**config.mk**
```make
export PLATFORM = sky130hd
export DESIGN_NAME = vfetch_top
export DESIGN_NICKNAME = d
export VERILOG_FILES = /design/src/rtl/vfetch_pkg.sv /design/src/rtl/vfetch_seq.sv /design/src/rtl/vfetch_text.sv /design/src/rtl/vfetch_bitmap.sv /design/src/rtl/vfetch_top.sv
export SDC_FILE = /design/constraint.sdc
export NUM_CORES = 1
export LEC_CHECK = 0
export BUFFER_PORTS_ARGS = -buffer_cell sky130_fd_sc_hd__buf_2
export CELL_PAD_IN_SITES_DETAIL_PLACEMENT = 1
export CELL_PAD_IN_SITES_GLOBAL_PLACEMENT = 1
export CORE_UTILIZATION = 41
export CTS_BUF_LIST = sky130_fd_sc_hd__clkbuf_4
export CTS_CLUSTER_SIZE = 14
export DETAILED_ROUTE_END_ITERATION = 8
export PLACE_DENSITY_LB_ADDON = 0.08
export SLEW_MARGIN = 15
export SYNTH_ARGS = -nofsm -noshare
export SYNTH_HDL_FRONTEND = slang
export SYNTH_HIERARCHICAL = 1
export SYNTH_SLANG_ARGS = --single-unit
```
**constraint.sdc**
```tcl
create_clock -name clk -period 2.6 [get_ports clk]
set_clock_uncertainty 0.15 [all_clocks]
set_input_delay 0.39 -clock clk [delete_from_list [all_inputs] [get_ports clk]]
set_output_delay 0.39 -clock clk [all_outputs]
set_load 0.02 [all_outputs]
```
**src/rtl/vfetch_pkg.sv**
```systemverilog
package vfetch_pkg;

    typedef enum logic [1:0] {
        VM_LORES = 2'b00,
        VM_TEXT  = 2'b01,
        VM_HIRES = 2'b10,
        VM_ALT   = 2'b11
    } vmode_e;

    typedef enum logic [3:0] {
        ST_IDLE,
        ST_ATTR,
        ST_CODE,
        ST_GLYPH,
        ST_LOAD,
        ST_SHIFT,
        ST_BYTE,
        ST_PIXA,
        ST_PIXB
    } vstate_e;

    localparam int GLYPH_W   = 8;
    localparam int GROW_W    = 4;
    localparam int COLOUR_W  = 3;

    function automatic logic [GROW_W-1:0] glyph_row(input logic [GROW_W-1:0] row,
                                                    input logic tall);
        return tall ? row : {1'b0, row[GROW_W-2:0]};
    endfunction

endpackage

```
**src/rtl/vfetch_seq.sv**
```systemverilog
module vfetch_seq
    import vfetch_pkg::*;
#(
    parameter int ADDR_W = 16,
    parameter int LEN_W  = 8
) (
    input  logic              clk,
    input  logic              rst_n,
    input  logic              start_i,
    input  logic [1:0]        mode_i,
    input  logic [LEN_W-1:0]  len_i,
    input  logic [ADDR_W-1:0] base_i,
    output vstate_e           state_o,
    output logic              hires_o,
    output logic              accept_o,
    output logic              mem_rd_o,
    output logic [ADDR_W-1:0] mem_addr_o,
    output logic              busy_o
);

    localparam int BIT_W = $clog2(GLYPH_W);
    localparam logic [BIT_W-1:0] BIT_LAST = BIT_W'(GLYPH_W - 1);

    vstate_e           state_q, state_d;
    vmode_e            mode_q;
    logic [LEN_W-1:0]  left_q;
    logic [ADDR_W-1:0] ptr_q;
    logic [BIT_W-1:0]  bit_q;
    logic              last_unit;
    logic              unit_done;

    assign accept_o  = (state_q == ST_IDLE) && start_i && (len_i != '0);
    assign last_unit = (left_q == LEN_W'(1));
    assign hires_o   = (mode_q == VM_HIRES);

    // state register
    always_ff @(posedge clk or negedge rst_n) begin
        if (!rst_n) begin
            state_q <= ST_IDLE;
        end else begin
            state_q <= state_d;
        end
    end

    // next state
    always_comb begin
        state_d = state_q;
        unique case (state_q)
            ST_IDLE: begin
                if (accept_o) begin
                    state_d = (vmode_e'(mode_i) == VM_TEXT) ? ST_ATTR : ST_BYTE;
                end
            end
            ST_ATTR:  state_d = ST_CODE;
            ST_CODE:  state_d = ST_GLYPH;
            ST_GLYPH: state_d = ST_LOAD;
            ST_LOAD:  state_d = ST_SHIFT;
            ST_SHIFT: begin
                if (bit_q == BIT_LAST) begin
                    state_d = last_unit ? ST_IDLE : ST_ATTR;
                end
            end
            ST_BYTE:  state_d = ST_PIXA;
            ST_PIXA: begin
                if (hires_o) begin
                    state_d = ST_PIXB;
                end else begin
                    state_d = last_unit ? ST_IDLE : ST_BYTE;
                end
            end
            ST_PIXB:  state_d = last_unit ? ST_IDLE : ST_BYTE;
            default:  state_d = ST_IDLE;
        endcase
    end

    // outputs of the sequencer
    always_comb begin
        mem_rd_o = 1'b0;
        busy_o   = 1'b1;
        unit_done = 1'b0;
        unique case (state_q)
            ST_IDLE:  busy_o = 1'b0;
            ST_ATTR,
            ST_CODE,
            ST_BYTE:  mem_rd_o = 1'b1;
            ST_SHIFT: unit_done = (bit_q == BIT_LAST);
            ST_PIXA:  unit_done = !hires_o;
            ST_PIXB:  unit_done = 1'b1;
            default:  ;
        endcase
    end

    assign mem_addr_o = ptr_q;
    assign state_o    = state_q;

    // line bookkeeping: mode, remaining units, address pointer, bit counter
    always_ff @(posedge clk or negedge rst_n) begin
        if (!rst_n) begin
            mode_q <= VM_LORES;
            left_q <= '0;
            ptr_q  <= '0;
            bit_q  <= '0;
        end else begin
            if (accept_o) begin
                mode_q <= vmode_e'(mode_i);
                left_q <= len_i;
                ptr_q  <= base_i;
            end else begin
                if (mem_rd_o) begin
                    ptr_q <= ptr_q + ADDR_W'(1);
                end
                if (unit_done) begin
                    left_q <= left_q - LEN_W'(1);
                end
            end
            if (state_q == ST_LOAD) begin
                bit_q <= '0;
            end else if (state_q == ST_SHIFT) begin
                bit_q <= bit_q + BIT_W'(1);
            end
        end
    end

endmodule

```
**src/rtl/vfetch_text.sv**
```systemverilog
module vfetch_text
    import vfetch_pkg::*;
(
    input  logic                 clk,
    input  logic                 rst_n,
    input  vstate_e              state_i,
    input  logic                 accept_i,
    input  logic [GROW_W-1:0]    row_i,
    input  logic                 tall_i,
    input  logic [7:0]           mem_data_i,
    output logic                 font_rd_o,
    output logic [7+GROW_W:0]    font_addr_o,
    input  logic [GLYPH_W-1:0]   font_data_i,
    output logic [COLOUR_W-1:0]  idx_o
);

    logic [GROW_W-1:0]   grow_q;
    logic [COLOUR_W-1:0] fg_q, bg_q;
    logic [GLYPH_W-1:0]  shift_q;

    always_ff @(posedge clk or negedge rst_n) begin
        if (!rst_n) begin
            grow_q  <= '0;
            fg_q    <= '0;
            bg_q    <= '0;
            shift_q <= '0;
        end else begin
            if (accept_i) begin
                grow_q <= glyph_row(row_i, tall_i);
            end
            unique case (state_i)
                ST_CODE:  begin
                    fg_q <= mem_data_i[6:4];
                    bg_q <= mem_data_i[2:0];
                end
                ST_LOAD:  shift_q <= font_data_i;
                ST_SHIFT: shift_q <= {shift_q[GLYPH_W-2:0], 1'b0};
                default:  ;
            endcase
        end
    end

    always_comb begin
        font_rd_o   = (state_i == ST_GLYPH);
        font_addr_o = {mem_data_i, grow_q};
        idx_o       = shift_q[GLYPH_W-1] ? fg_q : bg_q;
    end

endmodule

```
**src/rtl/vfetch_bitmap.sv**
```systemverilog
module vfetch_bitmap
    import vfetch_pkg::*;
(
    input  logic                clk,
    input  logic                rst_n,
    input  vstate_e             state_i,
    input  logic [COLOUR_W-1:0] hi_i,
    input  logic [COLOUR_W-1:0] lo_i,
    output logic [COLOUR_W-1:0] idx_o
);

    logic [COLOUR_W-1:0] lo_q;

    always_ff @(posedge clk or negedge rst_n) begin
        if (!rst_n) begin
            lo_q <= '0;
        end else if (state_i == ST_PIXA) begin
            lo_q <= lo_i;
        end
    end

    always_comb begin
        idx_o = (state_i == ST_PIXB) ? lo_q : hi_i;
    end

endmodule

```
**src/rtl/vfetch_top.sv**
```systemverilog
module vfetch_top
    import vfetch_pkg::*;
#(
    parameter int ADDR_W = 16,
    parameter int LEN_W  = 8
) (
    input  logic              clk,
    input  logic              rst_n,
    input  logic              start_i,
    input  logic [1:0]        mode_i,
    input  logic [LEN_W-1:0]  len_i,
    input  logic [ADDR_W-1:0] base_i,
    input  logic [3:0]        row_i,
    input  logic              tall_i,
    output logic              mem_rd_o,
    output logic [ADDR_W-1:0] mem_addr_o,
    input  logic [7:0]        mem_data_i,
    output logic              font_rd_o,
    output logic [11:0]       font_addr_o,
    input  logic [7:0]        font_data_i,
    output logic              busy_o,
    output logic              pix_valid_o,
    output logic              pix_sel_o,
    output logic [7:0]        pix_rgb_o,
    output logic [2:0]        pix_idx_o
);

    vstate_e             state;
    logic                hires;
    logic                accept;
    logic [COLOUR_W-1:0] text_idx;
    logic [COLOUR_W-1:0] bm_idx;

    vfetch_seq #(.ADDR_W(ADDR_W), .LEN_W(LEN_W)) i_seq (
        .clk        (clk),
        .rst_n      (rst_n),
        .start_i    (start_i),
        .mode_i     (mode_i),
        .len_i      (len_i),
        .base_i     (base_i),
        .state_o    (state),
        .hires_o    (hires),
        .accept_o   (accept),
        .mem_rd_o   (mem_rd_o),
        .mem_addr_o (mem_addr_o),
        .busy_o     (busy_o)
    );

    vfetch_text i_text (
        .clk         (clk),
        .rst_n       (rst_n),
        .state_i     (state),
        .accept_i    (accept),
        .row_i       (row_i),
        .tall_i      (tall_i),
        .mem_data_i  (mem_data_i),
        .font_rd_o   (font_rd_o),
        .font_addr_o (font_addr_o),
        .font_data_i (font_data_i),
        .idx_o       (text_idx)
    );

    vfetch_bitmap i_bitmap (
        .clk     (clk),
        .rst_n   (rst_n),
        .state_i (state),
        .hi_i    (mem_data_i[6:4]),
        .lo_i    (mem_data_i[2:0]),
        .idx_o   (bm_idx)
    );

    // pixel output selection
    always_comb begin
        pix_valid_o = 1'b0;
        pix_sel_o   = 1'b0;
        pix_rgb_o   = '0;
        pix_idx_o   = '0;
        unique case (state)
            ST_SHIFT: begin
                pix_valid_o = 1'b1;
                pix_sel_o   = 1'b1;
                pix_idx_o   = text_idx;
            end
            ST_PIXA: begin
                pix_valid_o = 1'b1;
                if (hires) begin
                    pix_sel_o = 1'b1;
                    pix_idx_o = bm_idx;
                end else begin
                    pix_rgb_o = mem_data_i;
                end
            end
            ST_PIXB: begin
                pix_valid_o = 1'b1;
                pix_sel_o   = 1'b1;
                pix_idx_o   = bm_idx;
            end
            default: ;
        endcase
    end

endmodule

```
==> reports/qor.txt <==
Run status = finished, final reports clean
Slew margin rel. = 65.9%
WL/cell = 16.2 um
Die H = 89.5 um
Post-DP HPWL = 6.29 mm
Final period demand of the worst path = 2.55 ns
Switching Fraction = 43.3%
Number of port buffers = 93
Ys async rst share = 100%
Synth area leader = dfrtp_1
# rows = 31
Clock Power Share = 10.7%
Drt total wl = 8.22 mm
Final period util = 98.1%
Initial antenna violation count = 0
DRC Markers = 0
Fin nets = 463
DRT Pass-1 Iters = 4
Detail Route Antenna Nets = 0
Reg area = 1360 um2
Starting density of the core = 42.8%
Combinational power share = 52.7%
Yosys top cell area share = 43.0%
Clock tree from TritonCTS = built
# IOs = 94
# fillers = 873
First-pass GRT wire length = 13.3 mm
Leakage = 1.77 nW
Post-Syn Nets = 357
Critical path required time = 2.06 ns
Post-Synthesis Cells = 302
Ys flop type = dfrtp_1
GRT Overall Usage = 21.9%
DP Worst Slack = 0.282 ns
Post-synthesis sequential area ratio = 43.0%
Endpoints failing setup = 0
Pwr dens = 1140 nW/um2
Slew @ Worst Pin = 0.506 ns
Ranking of synthesized cells by area = dfrtp_1, mux2_2, nand2_1
Worst min-delay path category = in -> reg
Core Area = 7330 um2
CP Class = reg -> out
Clk Latency, worst-skew pair = 0.39 ns
CP endpoint kind = output port
Vias in the first global route = 2786
Seq pwr share = 36.6%
Mapped Area = 3140 um2
Clock root buffer = clkbuf_4
CTS sink cnt = 54
Setup WS post-layout = 0.0491 ns
Clock Path Buffers = 2
Most common cell after layout, fill and taps aside = buf_2
Slew Viols, Final = 0
Via count of the routed design = 2689
Detailed Route Iter0 Violations = 106
CTS clk-pin slew, worst paths = 0.16 ns
RSZ-0062 raised after global routing = yes
Chip width = 89.5 um
RePlAce Congestion = 0.772
Antenna diode count = 0
Critical path launch point type = register
DR vias/cell = 5.29
Number of synthesized register bits = 54
Most frequent cells in the layout = buf_2, dfrtp_1, nand2_1
Peak VDD IR = 0.529 mV
Layout area overhead = 24.5%
End-of-flow core utilization = 53.3%
FMAX = 392 MHz
Hold Vio Cnt, Final = 0
Footprint of the multi-input gates = 1650 um2
Cts bufs inserted = 5
Die footprint = 8010 um2
CTS HTree Levels = 2
Pint = 2.52 mW
Finished layout cell area = 3910 um2
Crit path max fanout = 6
WP data arrival = 2.01 ns
Maxcap violations = 0
Synth cell types = 62
Layout cells sized above 1 = 44.5%
Pwr Total = 4.44 mW
Mapped Avg Cell Area = 10.4 um2
GR Overflow Total = 0
DP Area = 3710 um2
Synthesis Warnings = 6
Pin count of the biggest net entering global routing = 20
Sw Pwr = 1.92 mW
Number of enable flip-flop cells after synthesis = 0
-- final cells by class --
class / instances / area share (%)
clock buffer: 5 / 0.960
clock inverter: 3 / 1.02
inverter: 10 / 1.15
multi-input combinational: 222 / 42.3
sequential: 54 / 34.7
tap: 99 / 3.17
timing repair buffer: 115 / 16.7
-- synth_stat cells (2+ instances only) --
master	count
xor2_1	11
buf_2	5
nor2b_1	4
and3_1	2
nand2_1	39
dfrtp_1	54
nand4b_1	3
a211oi_2	2
nand2b_1	2
nand3_1	11
nand4_1	3
a31oi_1	2
nor4_1	3
a22o_2	3
nor2_1	11
ha_1	5
o22ai_1	2
buf_6	2
o21ai_1	10
and2_1	9
xnor2_1	2
buf_4	9
nor4b_4	2
or4b_4	2
o21ai_0	12
nor3_1	7
a21oi_1	7
inv_1	8
mux2_2	33
o211ai_1	4
a41oi_1	2
-- routing by layer --
layer  routed length [um]  GRT usage, %
met4                  111          5.77
met5                    0             0
met1                 3740          28.7
met2                 4000          37.3
met3                  360          4.16
-- registers in the layout, summed over array words and instances (netlist names) --
signal,count
i_seq/mem_addr_o,16
i_seq/left_q,8
i_text/shift_q,8
i_seq/state_o,4
i_text/grow_q,4
i_bitmap/lo_q,3
i_seq/bit_q,3
i_text/bg_q,3
i_text/fg_q,3
i_seq/mode_q,2
-- power groups by stage --
stage	clock network (mW)	logic, mW	registers [mW]
2_1_floorplan	0	1.42	1.76
3_3_place_gp	0	2.12	1.66
3_5_place_dp	0	2.19	1.68
4_1_cts	0.494	2.30	1.63
5_1_grt	0.519	2.58	1.69
6_report	0.476	2.34	1.62
-- timing repair --
action                                  CTS  global route
resized for setup                         5            12
endpoints found under the setup margin   13            12
buffers inserted                          4             4
pin swaps                                 1             2
hold endpoints to repair                 17             0
hold buffers                              1             0
-- worst max-delay path, stage by stage, from the launching register on --
cell and delay, ns:
dfrtp_2 0.49, nor4b_4 0.29, buf_4 0.19, mux2_4 0.30
a22o_2 0.23, buf_6 0.13
-- path summary, 6_finish.rpt --
path                                        end        startpoint  depth (start not counted)  slack (ns)
max                                pix_idx_o[0]  i_seq/state_o[1]                          5        0.05
min                        i_seq/mem_addr_o[15]        base_i[15]                          3        0.05
max reg2reg                     i_seq/left_q[2]  i_seq/state_o[3]                          8        0.12
min reg2reg                    i_seq/state_o[3]   i_seq/mode_q[0]                          1        0.33
max in group asynchronous      i_seq/state_o[2]             rst_n                          3        1.35
min in group asynchronous     i_text/shift_q[0]             rst_n                          2        0.31
-- per-stage QoR --
| stage | TNS, ns | cells | hold WS, ns |
|---|---|---|---|
| after detailed placement | 0 | 491 | 0.214 |
| after global routing | -0.130 | 508 | 0.0384 |
| final | 0 | 508 | 0.0536 |
| after global placement | 0 | 491 | 0.210 |
| after floorplan | 0 | 302 | -0.0556 |
| after CTS | 0 | 504 | 0.0435 |
-- cell families after synthesis --
family	count (synthesis)	synth area share [%]
multiplexers	33	11.8
adder cells (fa/ha/maj)	5	1.99
flip-flops	54	43.0
buffers and inverters	26	5.02
AND/OR/NAND/NOR	110	20.3
XOR/XNOR	13	3.63
AO/OA/AOI/OAI	61	14.2
(Power assumes the default switching activity.)
